<file path="config.mk">
export PLATFORM = sky130hd
export DESIGN_NAME = eclk_sync_ctrl
export DESIGN_NICKNAME = d
export VERILOG_FILES = /design/src/rtl/eclk_pkg.sv /design/src/rtl/eclk_phase_gen.sv /design/src/rtl/eclk_bus_sync.sv /design/src/rtl/eclk_sync_ctrl.sv
export SDC_FILE = /design/constraint.sdc
export NUM_CORES = 1
export LEC_CHECK = 0
export ABC_AREA = 1
export BUFFER_PORTS_ARGS = -buffer_cell sky130_fd_sc_hd__clkbuf_2
export CELL_PAD_IN_SITES_DETAIL_PLACEMENT = 0
export CELL_PAD_IN_SITES_GLOBAL_PLACEMENT = 2
export CORE_UTILIZATION = 29
export CTS_CLUSTER_DIAMETER = 100
export DETAILED_ROUTE_END_ITERATION = 6
export PLACE_DENSITY = 0.77
export REMOVE_ABC_BUFFERS = 1
export SLEW_MARGIN = 25
export SYNTH_ARGS = -nofsm -noshare
export SYNTH_HDL_FRONTEND = slang
export SYNTH_HIERARCHICAL = 1
export SYNTH_SLANG_ARGS = --single-unit
export TNS_END_PERCENT = 30
</file>
<file path="constraint.sdc">
create_clock -name clk_i -period 2.81 [get_ports clk_i]
set_input_delay 0.7025 -clock clk_i [delete_from_list [all_inputs] [get_ports clk_i]]
set_output_delay 0.7025 -clock clk_i [all_outputs]
set_load 0.01 [all_outputs]
</file>
<file path="src/rtl/eclk_pkg.sv">
package eclk_pkg;

  typedef enum logic [1:0] {
    BUS_IDLE,
    BUS_WAIT,
    BUS_SERVE,
    BUS_HOLD
  } bus_state_e;

  // Length of the E-low phase: first 60% of the period, rounded down.
  function automatic int unsigned e_low_len(input int unsigned div);
    return (div * 6) / 10;
  endfunction

endpackage

</file>
<file path="src/rtl/eclk_phase_gen.sv">
module eclk_phase_gen
  import eclk_pkg::*;
#(
  parameter int unsigned DIV = 10
) (
  input  logic clk_i,
  input  logic rst_i,
  output logic eclk_o,
  output logic first_o,
  output logic last_o
);

  localparam int unsigned CW      = (DIV > 2) ? $clog2(DIV) : 1;
  localparam int unsigned LOW_LEN = e_low_len(DIV);

  logic [CW-1:0] cnt_q;

  always_ff @(posedge clk_i) begin
    if (rst_i) begin
      cnt_q <= '0;
    end else if (cnt_q == CW'(DIV - 1)) begin
      cnt_q <= '0;
    end else begin
      cnt_q <= cnt_q + 1'b1;
    end
  end

  assign eclk_o  = (cnt_q >= CW'(LOW_LEN));
  assign first_o = (cnt_q == '0);
  assign last_o  = (cnt_q == CW'(DIV - 1));

  AST_CNT_RANGE: assert property (@(posedge clk_i) disable iff (rst_i)
    cnt_q < CW'(DIV));
  AST_E_RISE_POS: assert property (@(posedge clk_i) disable iff (rst_i)
    $rose(eclk_o) |-> $past(cnt_q) == CW'(LOW_LEN - 1));

endmodule

</file>
<file path="src/rtl/eclk_bus_sync.sv">
module eclk_bus_sync
  import eclk_pkg::*;
(
  input  logic clk_i,
  input  logic rst_i,
  input  logic strobe_i,
  input  logic slow_sel_i,
  input  logic eclk_i,
  input  logic first_i,
  input  logic last_i,
  output logic pen_o,
  output logic ack_o
);

  bus_state_e state_q, state_d;
  logic       req_seen;

  assign req_seen = strobe_i && slow_sel_i;

  always_comb begin
    state_d = state_q;
    unique case (state_q)
      BUS_IDLE: begin
        if (req_seen) state_d = last_i ? BUS_SERVE : BUS_WAIT;
      end
      BUS_WAIT: begin
        if (!strobe_i)   state_d = BUS_IDLE;
        else if (last_i) state_d = BUS_SERVE;
      end
      BUS_SERVE: begin
        if (!strobe_i)   state_d = BUS_IDLE;
        else if (last_i) state_d = BUS_HOLD;
      end
      BUS_HOLD: begin
        if (!strobe_i)   state_d = BUS_IDLE;
      end
      default: state_d = BUS_IDLE;
    endcase
  end

  always_ff @(posedge clk_i) begin
    if (rst_i) state_q <= BUS_IDLE;
    else       state_q <= state_d;
  end

  assign pen_o = (state_q == BUS_SERVE);
  assign ack_o = strobe_i && (((state_q == BUS_SERVE) && last_i) || (state_q == BUS_HOLD));

  AST_PEN_START: assert property (@(posedge clk_i) disable iff (rst_i)
    $rose(pen_o) |-> first_i);
  AST_PEN_END: assert property (@(posedge clk_i) disable iff (rst_i)
    (pen_o && last_i) |=> !pen_o);
  AST_ACK_E_HIGH: assert property (@(posedge clk_i) disable iff (rst_i)
    $rose(ack_o) |-> (eclk_i && last_i));
  AST_ACK_HELD: assert property (@(posedge clk_i) disable iff (rst_i)
    (ack_o && strobe_i) |=> (ack_o || !strobe_i));
  AST_DROP_REQ: assert property (@(posedge clk_i) disable iff (rst_i)
    ((state_q == BUS_WAIT || state_q == BUS_SERVE) && !strobe_i) |=> !pen_o);
  AST_IGNORE_NOSEL: assert property (@(posedge clk_i) disable iff (rst_i)
    (state_q == BUS_IDLE && strobe_i && !slow_sel_i) |=> (state_q == BUS_IDLE));

endmodule

</file>
<file path="src/rtl/eclk_sync_ctrl.sv">
module eclk_sync_ctrl
  import eclk_pkg::*;
#(
  parameter int unsigned DIV = 10
) (
  input  logic clk_i,
  input  logic rst_i,
  input  logic strobe_i,
  input  logic slow_sel_i,
  output logic eclk_o,
  output logic pen_o,
  output logic ack_o
);

  // Phase events brought out for the controller and the assertions.
  logic phase_first;
  logic phase_last;

  eclk_phase_gen #(.DIV(DIV)) u_phase (
    .clk_i   (clk_i),
    .rst_i   (rst_i),
    .eclk_o  (eclk_o),
    .first_o (phase_first),
    .last_o  (phase_last)
  );

  eclk_bus_sync u_sync (
    .clk_i      (clk_i),
    .rst_i      (rst_i),
    .strobe_i   (strobe_i),
    .slow_sel_i (slow_sel_i),
    .eclk_i     (eclk_o),
    .first_i    (phase_first),
    .last_i     (phase_last),
    .pen_o      (pen_o),
    .ack_o      (ack_o)
  );

  AST_E_WRAP_LOW: assert property (@(posedge clk_i) disable iff (rst_i)
    phase_last |=> !eclk_o);
  AST_RST_QUIET: assert property (@(posedge clk_i)
    rst_i |=> (!pen_o && !ack_o && !eclk_o));

endmodule

</file>
After elaboration in Yosys (flattened, before gate mapping). Cells that the tools add are included.

Add/subtract/negate cells: 1. Reductions and logical operators: 7. Mux-type cells: 8. Bitwise gates (word level): 0. Eq/ne operators: 8. Div/mod/pow operators: 0. Multiply operators: 0. Order comparisons: 1. Shift operators: 0.

Operators by type and width (number): $mux W2 (7); $pmux W2 S4 (1); $ne A3 B2 Y1 const B (2); $add A4 B1 Y4 const B (1); $eq A2 B2 Y1 const B (2); $eq A4 B4 Y1 const B (1); $ge A4 B3 Y1 const B (1); $reduce_and A4 Y1 (1); $logic_and A1 B1 Y1 (3); $eq A2 B1 Y1 const B (1); $logic_not A2 Y1 (1); $ne A2 B1 Y1 const B (1); $ne A2 B2 Y1 const B (1); $reduce_or A2 Y1 (1); $logic_or A1 B1 Y1 (1).

Word-level logic and storage cells: 27. Memory bits (writable): 0. Memories: 0. Output and inout bits: 3. Register bits after elaboration: 6. Latch bits: 0. Memory bits (read-only): 0. Input port bits: 4.

Longest topological paths before layout.
Depth in word-level cells: 4. Gate-level depth with buffers: 9. Depth with buffers taken out: 9.

Hierarchy. The synthesis kept the hierarchy.

Modules (own cells, without submodules): eclk_phase_gen (cells each 29, area each 241.5 um^2, sequential area each 80.1 um^2, instances 1); eclk_bus_sync (cells each 31, area each 162.7 um^2, sequential area each 40.0 um^2, instances 1).

Least setup slack after synthesis. Ideal clock, no wire load.

Path type: flip-flop to output port. From: reg u_phase.cnt_q[1]. To: out ack_o. Data required time: 2108 ps. Buffers on the path: 0. Stages on the path, launching flop included: 7. Data arrival time: 1100 ps. Setup slack: 1007 ps. Cell sequence: dfxtp_1 inv_1 ha_1 nand3_2 inv_1 inv_1 o21ai_0.

Longest elaborated chain between the ends: 4.

RTL lines: from (decl) (line eclk_phase_gen.sv:16) `logic [CW-1:0] cnt_q;`; from (signal assigned) (line eclk_phase_gen.sv:24) `cnt_q <= cnt_q + 1'b1;`; $eq A4 B4 Y1 (line eclk_phase_gen.sv:30) `assign last_o = (cnt_q == CW'(DIV - 1));`; via phase_last (line eclk_sync_ctrl.sv:17) `logic phase_last;`; $logic_and A1 B1 Y1 (line eclk_bus_sync.sv:47) `assign ack_o = strobe_i && (((state_q == BUS_SERVE) && last_i) || (state_q == BUS_HOLD));`; $logic_or A1 B1 Y1 (line eclk_bus_sync.sv:47); $logic_and A1 B1 Y1 (line eclk_bus_sync.sv:47); to (decl) (line eclk_sync_ctrl.sv:12) `output logic ack_o`.

The timed path passes the listed nets, and every way through them passes these cells.

Worst setup path after layout. Same ends and word-level chain as after synthesis.

==> impl_metrics.json <==
{
  "drive_above_1_share_pct": 22.4,
  "crit_fanout": 5,
  "rows": 12,
  "antenna_found_initial": 0,
  "finalHoldViolCount": 0,
  "crit_path_frequent_cell": "inv_1",
  "final.min_clock_period_ps": 2150,
  "place_inst": 78,
  "rsz0062_at_grt": "no",
  "cp-end-kind": "output pin",
  "via_count": 350,
  "start_util_pct": 33.4,
  "peakVddDrop_uv": 259,
  "finalCritPeriodShare_pct": 76.4,
  "maxCapViolCount": 0,
  "wl_um": 693,
  "clk_latency_ps": 240,
  "diodes": 0,
  "pre_cts_slack_ps": 896,
  "p_leak_uw": 0.000230,
  "drv_slew": 0,
  "grt_max_degree": 7,
  "num_io_pins": 7,
  "hp-class": "register to register",
  "cp-start-kind": "register",
  "hpwl_um": 555,
  "worstMarginPinSlew_ps": 205,
  "drt_iter0_markers": 2,
  "drc": 0,
  "ctsLongestPathBuffers": 2,
  "crit_buf_inv": 4,
  "worstPathRequired_ps": 2110,
  "htree_levels": 1,
  "max_stage_delay_ps": 350,
  "numCtsBuffers": 3,
  "grt_pass1_vias": 308,
  "area_growth_syn_to_layout_pct": 17.7,
  "cts-root-buf": "clkbuf_4",
  "powerDensity_mw_per_mm2": 712,
  "grt_overflow_total": 0,
  "gp_congestion": 0.711,
  "synthesis.area_um2": 397,
  "syn_inst": 58,
  "wl_per_cell_um": 8.56,
  "setup_viol": 0,
  "clkTransAtPathRegs_ps": 40,
  "groute.usage.overall_pct": 12.2,
  "final_cells": 81,
  "skew_ps": 0.495,
  "fmax_mhz": 466,
  "path_cells": "inv_1 > ha_1 > nand3_2 > inv_1 > inv_1 > o21ai_0 > clkbuf_2",
  "dieArea_mm2": 0.00152,
  "drtPass1Iterations": 3,
  "avgSynthCellArea_um2": 6.84,
  "outcome": "complete, no violations",
  "cts_resized": 0,
  "slowest_stage": "dfxtp_1",
  "path_class": "register to output pin",
  "die_w_um": 39.0,
  "fin_ws_ps": 662,
  "fin_tns_setup_ps": 0,
  "ys_warn_count": 6,
  "slew_headroom_pct": 86.3,
  "via_per_inst": 4.32,
  "fillers": 130,
  "die_height_um": 39.0,
  "cp_top_family": "buffers and inverters",
  "port_buffers": 6,
  "cts_setup_buffers": 0,
  "cts_tree": "built",
  "fin_nets": 77,
  "postRouteAntennaNets": 0,
  "crit_arrival_ps": 1450,
  "core_mm2": 0.00119,
  "clock_sinks": 6,
  "ctsHoldBuffers": 0,
  "grt_pass1_wl_um": 1220
}
[report_power, final]
group	internal (uW)	switching, uW
registers	103	20.9
clock network	48.2	28.9
logic	48.8	82.2
[worst reg2reg max path: cells and delay by family (launching register included)]
kind,cells,cell delay [ps]
simple gates,5,400
fa+ha+maj,1,170
buf+inv,3,290
flops,1,350
[placed cells by master, fill, tap and decap left out]
cell type   n
ha_1        4
inv_2       1
nor2_1      5
nand2_4     1
nand3_1     5
nand4_1     2
nor2_2      2
inv_1      11
clkbuf_2    6
o21ai_0     3
a21oi_2     1
a21oi_1     2
clkbuf_4    3
nand3_2     1
nand2_1    13
xnor2_1     1
dfxtp_1     6
[layout make-up]
| type | instances | area (um2) | share of cell area, % |
|---|---|---|---|
| multi-input cells | 40 | 231 | 49.6 |
| flip-flops and latches | 6 | 120 | 25.7 |
| inverters | 12 | 45.0 | 9.65 |
| repair buffers | 6 | 30.0 | 6.43 |
| clock buffers | 3 | 22.5 | 4.83 |
| well taps | 14 | 17.5 | 3.75 |
[sequential cells by signal (all words and copies together), names as in the netlist]
| name | count |
|---|---|
| u_phase/cnt_q | 4 |
| u_sync/state_q | 2 |
[routing by layer]
layer | global-route usage, % | wire length (um) | share of wire, % | up-vias
li1 | - | - | - | 196
met1 | 16.7 | 390 | 56 | 150
met2 | 15.0 | 283 | 41 | 4
met3 | 1.73 | 20 | 2.9 | 0
met4 | 12.9 | 0 | 0 | 0
met5 | 0 | 0 | 0 | -
[metrics by stage]
stage	hold slack [ps]	power, uW	cell area [um2]	utilization, %
2_1_floorplan	455	226	397	-
3_3_place_gp	489	271	444	37.4
3_5_place_dp	501	255	444	37.4
4_1_cts	513	338	467	39.3
5_1_grt	546	367	467	39.3
6_report	504	332	467	39.3
[path summary, 6_finish.rpt]
path	slack, ps	endpoint	depth (start not counted)	start
min	500	u_phase/cnt_q[0]	1	u_phase/cnt_q[0]
max	660	ack_o	7	u_phase/cnt_q[1]
min reg2reg	500	u_phase/cnt_q[0]	1	u_phase/cnt_q[0]
max reg2reg	1500	u_sync/state_q[0]	9	u_phase/cnt_q[1]
Note: power is estimated with default switching activity, not from simulation.
